--- src/rtl/bag_pkg.sv ---
package bag_pkg;
  typedef enum logic [1:0] {
    TR_IDLE = 2'b00,
    TR_BUSY = 2'b01,
    TR_NSEQ = 2'b10,
    TR_SEQ  = 2'b11
  } trans_e;

  localparam logic [2:0] BC_SINGLE = 3'b000;
  localparam logic [2:0] BC_OPEN   = 3'b001;
endpackage

--- src/rtl/bag_rst_sync.sv ---
module bag_rst_sync #(
  parameter int STAGES = 2
) (
  input  logic clk,
  input  logic rst_n,
  output logic rst_n_sync
);
  logic [STAGES-1:0] chain_q;

  always_ff @(posedge clk or negedge rst_n) begin
    if (!rst_n) chain_q <= '0;
    else        chain_q <= {chain_q[STAGES-2:0], 1'b1};
  end

  assign rst_n_sync = chain_q[STAGES-1];
endmodule

--- src/rtl/bag_decode.sv ---
module bag_decode #(
  parameter int AW      = 32,
  parameter int KB_BITS = 10
) (
  input  logic [AW-1:0] addr_i,
  input  logic [2:0]    code_i,
  input  logic [2:0]    size_i,
  output logic [3:0]    cnt_o,
  output logic [2:0]    blog_o,
  output logic          wrap_o,
  output logic          open_o,
  output logic          reject_o
);
  import bag_pkg::*;

  localparam int TW = KB_BITS + 3;

  logic [3:0]    tot_log;
  logic [TW-1:0] span;
  logic [TW-1:0] end_off;

  always_comb begin
    unique case (code_i)
      3'b010, 3'b011: blog_o = 3'd2;
      3'b100, 3'b101: blog_o = 3'd3;
      3'b110, 3'b111: blog_o = 3'd4;
      default:        blog_o = 3'd0;
    endcase
  end

  assign open_o  = (code_i == BC_OPEN);
  assign wrap_o  = (code_i != BC_SINGLE) && !code_i[0];
  assign cnt_o   = 4'((5'd1 << blog_o) - 5'd1);
  assign tot_log = {1'b0, size_i} + {1'b0, blog_o};
  assign span    = {{(TW-1){1'b0}}, 1'b1} << tot_log;
  assign end_off = {3'b000, addr_i[KB_BITS-1:0]} + span;

  always_comb begin
    if (open_o)      reject_o = 1'b0;
    else if (wrap_o) reject_o = (int'(tot_log) > KB_BITS);
    else             reject_o = (end_off > ({{(TW-1){1'b0}}, 1'b1} << KB_BITS));
  end
endmodule

--- src/rtl/bag_next_addr.sv ---
module bag_next_addr #(
  parameter int AW      = 32,
  parameter int KB_BITS = 10
) (
  input  logic [AW-1:0] addr_i,
  input  logic [2:0]    size_i,
  input  logic [2:0]    blog_i,
  input  logic          wrap_i,
  output logic [AW-1:0] next_o,
  output logic          kb_end_o
);
  localparam logic [AW-1:0] ONE = {{(AW-1){1'b0}}, 1'b1};

  logic [AW-1:0] step;
  logic [AW-1:0] inc;
  logic [AW-1:0] mask;
  logic [3:0]    win_log;

  assign step    = ONE << size_i;
  assign inc     = addr_i + step;
  assign win_log = {1'b0, size_i} + {1'b0, blog_i};
  assign mask    = (ONE << win_log) - ONE;

  generate
    if (AW > KB_BITS) begin : g_kb
      assign kb_end_o = (inc[AW-1:KB_BITS] != addr_i[AW-1:KB_BITS]);
    end else begin : g_nokb
      assign kb_end_o = 1'b0;
    end
  endgenerate

  assign next_o = wrap_i ? ((addr_i & ~mask) | (inc & mask)) : inc;
endmodule

--- src/rtl/burst_addr_gen.sv ---
module burst_addr_gen #(
  parameter int AW      = 32,
  parameter int KB_BITS = 10
) (
  input  logic          clk,
  input  logic          rst_n,
  input  logic          start,
  input  logic [AW-1:0] start_addr,
  input  logic [2:0]    burst_code,
  input  logic [2:0]    size_code,
  input  logic          busy_req,
  input  logic          stop,
  input  logic          ready,
  output logic [AW-1:0] haddr,
  output logic [1:0]    htrans,
  output logic          last,
  output logic          err
);
  import bag_pkg::*;

  logic          rst_n_s;
  trans_e        trans_q, trans_d;
  logic [AW-1:0] addr_q, addr_d;
  logic [3:0]    cnt_q, cnt_d;
  logic [2:0]    size_q, size_d;
  logic [2:0]    blog_q, blog_d;
  logic          wrap_q, wrap_d;
  logic          open_q, open_d;
  logic          err_q, err_d;

  logic [3:0]    dec_cnt;
  logic [2:0]    dec_blog;
  logic          dec_wrap, dec_open, dec_reject;
  logic [AW-1:0] nxt_addr;
  logic          kb_end;
  logic          active, is_last, step_en;

  bag_rst_sync #(.STAGES(2)) u_rst (
    .clk(clk), .rst_n(rst_n), .rst_n_sync(rst_n_s)
  );

  bag_decode #(.AW(AW), .KB_BITS(KB_BITS)) u_dec (
    .addr_i(start_addr), .code_i(burst_code), .size_i(size_code),
    .cnt_o(dec_cnt), .blog_o(dec_blog), .wrap_o(dec_wrap),
    .open_o(dec_open), .reject_o(dec_reject)
  );

  bag_next_addr #(.AW(AW), .KB_BITS(KB_BITS)) u_nxt (
    .addr_i(addr_q), .size_i(size_q), .blog_i(blog_q), .wrap_i(wrap_q),
    .next_o(nxt_addr), .kb_end_o(kb_end)
  );

  assign active  = (trans_q == TR_NSEQ) || (trans_q == TR_SEQ);
  assign is_last = active && (open_q ? (stop || kb_end) : (cnt_q == 4'd0));
  assign step_en = ready;

  always_comb begin
    trans_d = trans_q;
    addr_d  = addr_q;
    cnt_d   = cnt_q;
    size_d  = size_q;
    blog_d  = blog_q;
    wrap_d  = wrap_q;
    open_d  = open_q;
    err_d   = 1'b0;
    if (ready) begin
      unique case (trans_q)
        TR_IDLE: begin
          if (start) begin
            if (dec_reject) begin
              err_d = 1'b1;
            end else begin
              trans_d = TR_NSEQ;
              addr_d  = start_addr;
              cnt_d   = dec_cnt;
              size_d  = size_code;
              blog_d  = dec_blog;
              wrap_d  = dec_wrap;
              open_d  = dec_open;
            end
          end
        end
        TR_BUSY: trans_d = busy_req ? TR_BUSY : TR_SEQ;
        default: begin
          if (is_last) begin
            trans_d = TR_IDLE;
          end else begin
            addr_d  = nxt_addr;
            cnt_d   = open_q ? cnt_q : cnt_q - 4'd1;
            trans_d = busy_req ? TR_BUSY : TR_SEQ;
          end
        end
      endcase
    end
  end

  always_ff @(posedge clk or negedge rst_n_s) begin
    if (!rst_n_s) begin
      trans_q <= TR_IDLE;
      addr_q  <= '0;
      cnt_q   <= '0;
      size_q  <= '0;
      blog_q  <= '0;
      wrap_q  <= 1'b0;
      open_q  <= 1'b0;
      err_q   <= 1'b0;
    end else begin
      err_q <= err_d;
      if (step_en) begin
        trans_q <= trans_d;
        addr_q  <= addr_d;
        cnt_q   <= cnt_d;
        size_q  <= size_d;
        blog_q  <= blog_d;
        wrap_q  <= wrap_d;
        open_q  <= open_d;
      end
    end
  end

  assign haddr  = addr_q;
  assign htrans = trans_q;
  assign last   = is_last;
  assign err    = err_q;
endmodule

--- config.mk ---
export PLATFORM = sky130hd
export DESIGN_NAME = burst_addr_gen
export DESIGN_NICKNAME = d
export VERILOG_FILES = /design/src/rtl/bag_pkg.sv /design/src/rtl/bag_rst_sync.sv /design/src/rtl/bag_decode.sv /design/src/rtl/bag_next_addr.sv /design/src/rtl/burst_addr_gen.sv
export SDC_FILE = /design/constraint.sdc
export NUM_CORES = 1
export LEC_CHECK = 0
export CAP_MARGIN = 5
export CORE_MARGIN = 5
export CORE_UTILIZATION = 59
export DETAILED_ROUTE_END_ITERATION = 16
export DONT_BUFFER_PORTS = 1
export PLACE_DENSITY = 0.78
export SKIP_LAST_GASP = 1
export SYNTH_ARGS = -nofsm -noshare
export SYNTH_HDL_FRONTEND = slang
export SYNTH_HIERARCHICAL = 1
export SYNTH_SLANG_ARGS = --single-unit
--- constraint.sdc ---
create_clock -name clk -period 3.05 [get_ports clk]
set_input_delay 0.61 -clock clk [delete_from_list [all_inputs] [get_ports clk]]
set_output_delay 0.61 -clock clk [all_outputs]
set_load 0.02 [all_outputs]
==> results.json <==
{
  "worstSetupEndpointType": "register",
  "slew_headroom_pct": 25.87,
  "worst_slew_pin_slew_ns": 1.112,
  "ioPinCount": 80,
  "drc": 0,
  "synth.area.top_cells": "dfrtp_1 (27%), mux2_2 (19%), ha_1 (8.7%), xor2_1 (4.2%), xnor2_1 (3.8%)",
  "viasPerCell": 6.413,
  "switching_share_pct": 46.05,
  "synthFlopType": "dfrtp_1",
  "path_clk_slew_ns": 0.09,
  "hold_start": "u_rst/chain_q[0]",
  "cp.required_ns": 3.25,
  "final.period_utilization_pct": 152.9,
  "peakVddDrop_v": 0.0005780,
  "r2r_slack_ns": -0.88,
  "grt_pass1_vias": 4670,
  "overflow": 0,
  "synth.distinct_cells": 63,
  "routedWlPerCell_um": 20.78,
  "rsz0062_at_grt": "true",
  "critPathArrivalTime_ns": 4.86,
  "fp.dieH_um": 98.39,
  "synth_edf_count": 0,
  "yosysMostFrequentCell": "mux2_2",
  "synthTopCellsByCount": "mux2_2 (76), dfrtp_1 (49), nor2_1 (33)",
  "tritoncts": "yes",
  "leakagePower_nw": 2.697,
  "outcome": "complete, but fails checks",
  "hold_viol": 0,
  "cts.sinks": 49,
  "fmax_mhz": 214.4,
  "synth_seq_area_share_pct": 26.60,
  "pwr-share-clk_pct": 7.3,
  "synth_area_um2": 4609,
  "path_class": "primary input to register",
  "start_util_pct": 59.96,
  "syn_avg_cell_area_um2": 9.465,
  "synth_cells": 487,
  "seq_power_share_pct": 21.9,
  "synth_top_area_share_pct": 26.60,
  "drtIter0Drc": 269,
  "drtPass1Iterations": 7,
  "wirelength_um": 14590,
  "tns_ns": -71.43,
  "p_int_mw": 3.631,
  "whs_ns": 0.3619,
  "fp.dieW_um": 98.39,
  "synth_area_leader_cell": "dfrtp_1",
  "fin_util_pct": 78.14,
  "fillerInstances": 468,
  "globalplace.congestion": 0.8711,
  "violations": "negative setup slack",
  "maxSlewViolCount": 0,
  "synth-seq-cells": 49,
  "hold_path_depth": 0,
  "combinationalPowerShare_pct": 70.8,
  "portBuffers": 0,
  "drive_above_1_share_pct": 45.08,
  "min_period_ns": 4.664,
  "area_growth_pct": 30.32,
  "hp-class": "register to register",
  "r2r_cells": 16,
  "antenna_found_initial": 1,
  "hold_end": "u_rst/chain_q[1]",
  "cp_max_fo": 7,
  "multi_input_area_um2": 3502,
  "postLayoutSetupSlackWorst_ns": -1.614,
  "cts_made_buffers": 5,
  "yosys_warnings": 6,
  "grt_pass1_wl_um": 22630,
  "async_reset_ff_share_pct": 100.0,
  "rr_startpoint": "size_q[0]",
  "die-area_um2": 9681,
  "setup_viol": 47,
  "p_per_area_nw_per_um2": 1121,
  "switching_power_mw": 3.100,
  "design.core.area_um2": 7687,
  "skew_ns": 0.01041,
  "max-cap-violations": 0,
  "cts.path.max_buffers": 2,
  "grt_max_degree": 48,
  "timing.rr.end": "haddr[22]",
  "clockRootBuffer": "clkbuf_8",
  "clock_latency_ns": 0.32,
  "vias": 4502,
  "dp_hpwl_um": 9490,
  "syn_nets": 567,
  "ant_nets": 0,
  "htree_levels": 2,
  "start_kind": "primary input",
  "final_nets": 678,
  "rows": 32,
  "seq_area_um2": 1230,
  "grt_usage_pct": 28.51
}
[worst max-delay path by stage]
stage	start	endpoint	slack [ns]	cells after the start
3_5_place_dp	burst_code[1]	cnt_q[3]	-2.07	21
6_report	burst_code[1]	haddr[22]	-1.61	21
2_1_floorplan	burst_code[1]	haddr[18]	-1.78	21
5_1_grt	burst_code[1]	cnt_q[0]	-1.76	22
4_1_cts	burst_code[1]	cnt_q[2]	-1.48	22
3_3_place_gp	burst_code[1]	haddr[18]	-1.93	20
[cell families (layout without fill, tap and decap cells)]
| group | count (synthesis) | count (layout) | share of synthesized area (%) |
|---|---|---|---|
| adders and majority gates | 36 | 36 | 10.42 |
| and+or+nand+nor | 145 | 145 | 16.61 |
| muxes | 81 | 81 | 19.98 |
| DFF | 49 | 49 | 26.60 |
| buffers and inverters | 37 | 147 | 4.099 |
| xor gates and xnor gates | 43 | 43 | 8.333 |
| other | 1 | 2 | 0.08136 |
| AOI/OAI and AO/OA | 95 | 97 | 13.87 |
[through the flow]
stage                     power (mW)  std cells  setup WS, ns  cell area (µm²)
after global routing           7.131        702        -1.761             6007
final                          6.731        702        -1.614             6007
after floorplan                4.169        487        -1.777             4691
after global placement         5.458        671        -1.935             5453
after detailed placement       5.652        671        -2.074             5453
after CTS                      6.462        694        -1.483             5888
[critical path, stage by stage]
cell and delay, ns:
clkinv_16 0.03, ha_4 0.27, inv_2 0.04, fa_2 0.37
xor2_2 0.17, nand2_2 0.14, nor2_2 0.06, ha_2 0.20
fa_2 0.36, a21o_1 0.21, a21oi_2 0.15, xor2_1 0.22
nand3_1 0.12, or4_4 0.45, o31a_1 0.25, o31a_1 0.32
nor3_4 0.24, buf_6 0.14, a31oi_4 0.04, buf_6 0.17
mux2_2 0.28
[layer usage]
metal | routed length [µm] | vias to the layer above | part of all wire [%] | global-route usage, %
li1 | - | 2005 | - | -
met1 | 5593 | 2198 | 38 | 32.95
met2 | 7225 | 244 | 50 | 49.82
met3 | 1146 | 55 | 7.9 | 6.643
met4 | 626 | 0 | 4.3 | 13.03
met5 | 0 | - | 0 | 0
[power groups by stage]
stage          combinational [mW]  sequential (mW)  clock (mW)
4_1_cts                      4.50             1.46       0.499
3_5_place_dp                 4.19             1.46           0
6_report                     4.77             1.47       0.494
2_1_floorplan                2.64             1.53           0
3_3_place_gp                 4.03             1.43           0
5_1_grt                      5.09             1.51       0.527
[area by class of cell]
cell class | count | area share, %
clock inverters | 2 | 0.6457
repair buffers | 118 | 15.41
well taps | 102 | 2.125
flip-flops and latches | 49 | 20.47
clock buffers | 6 | 1.208
multi-input cells | 403 | 58.30
diodes | 1 | 0.04166
inverters | 21 | 1.791
[layout by cell type, fill, tap and decap left out, drive strengths merged, types with 2 or more instances in the layout]
| cell | count |
|---|---|
| nand3 | 21 |
| and3b | 3 |
| nor3b | 4 |
| xor2 | 23 |
| a21oi | 27 |
| and3 | 5 |
| or2 | 4 |
| inv | 20 |
| fa | 4 |
| ha | 32 |
| nor2b | 2 |
| or3 | 2 |
| nand2b | 3 |
| a211oi | 7 |
| dfrtp | 49 |
| o21ai | 19 |
| o211ai | 9 |
| a21o | 9 |
| o31a | 2 |
| a31oi | 7 |
| o311ai | 2 |
| o22ai | 3 |
| buf | 117 |
| a31o | 4 |
| mux2 | 79 |
| xnor2 | 20 |
| clkbuf | 6 |
| nand2 | 26 |
| clkinv | 2 |
| nor4 | 3 |
| nand4 | 6 |
| and2 | 3 |
| or4 | 2 |
| nor2 | 33 |
| mux2i | 2 |
| nor3 | 25 |
[sequential cells by signal, summed over array words and instances (netlist names), named ones only]
| register | flops |
|---|---|
| err | 1 |
| size_q | 3 |
| htrans | 1 |
| haddr | 32 |
| wrap_q | 1 |
| blog_q | 3 |
| open_q | 1 |
| cnt_q | 4 |
| u_rst/chain_q | 2 |
[timing repair]
| action | CTS | global route |
|---|---|---|
| pin swaps | 20 | 26 |
| cloned | 2 | 0 |
| gates resized for setup | 46 | 15 |
| hold endpoints to repair | 2 | 0 |
| setup buffers | 14 | 9 |
| endpoints found under the setup margin | 47 | 47 |
| hold buffers | 1 | 0 |
(Power assumes the default switching activity.)
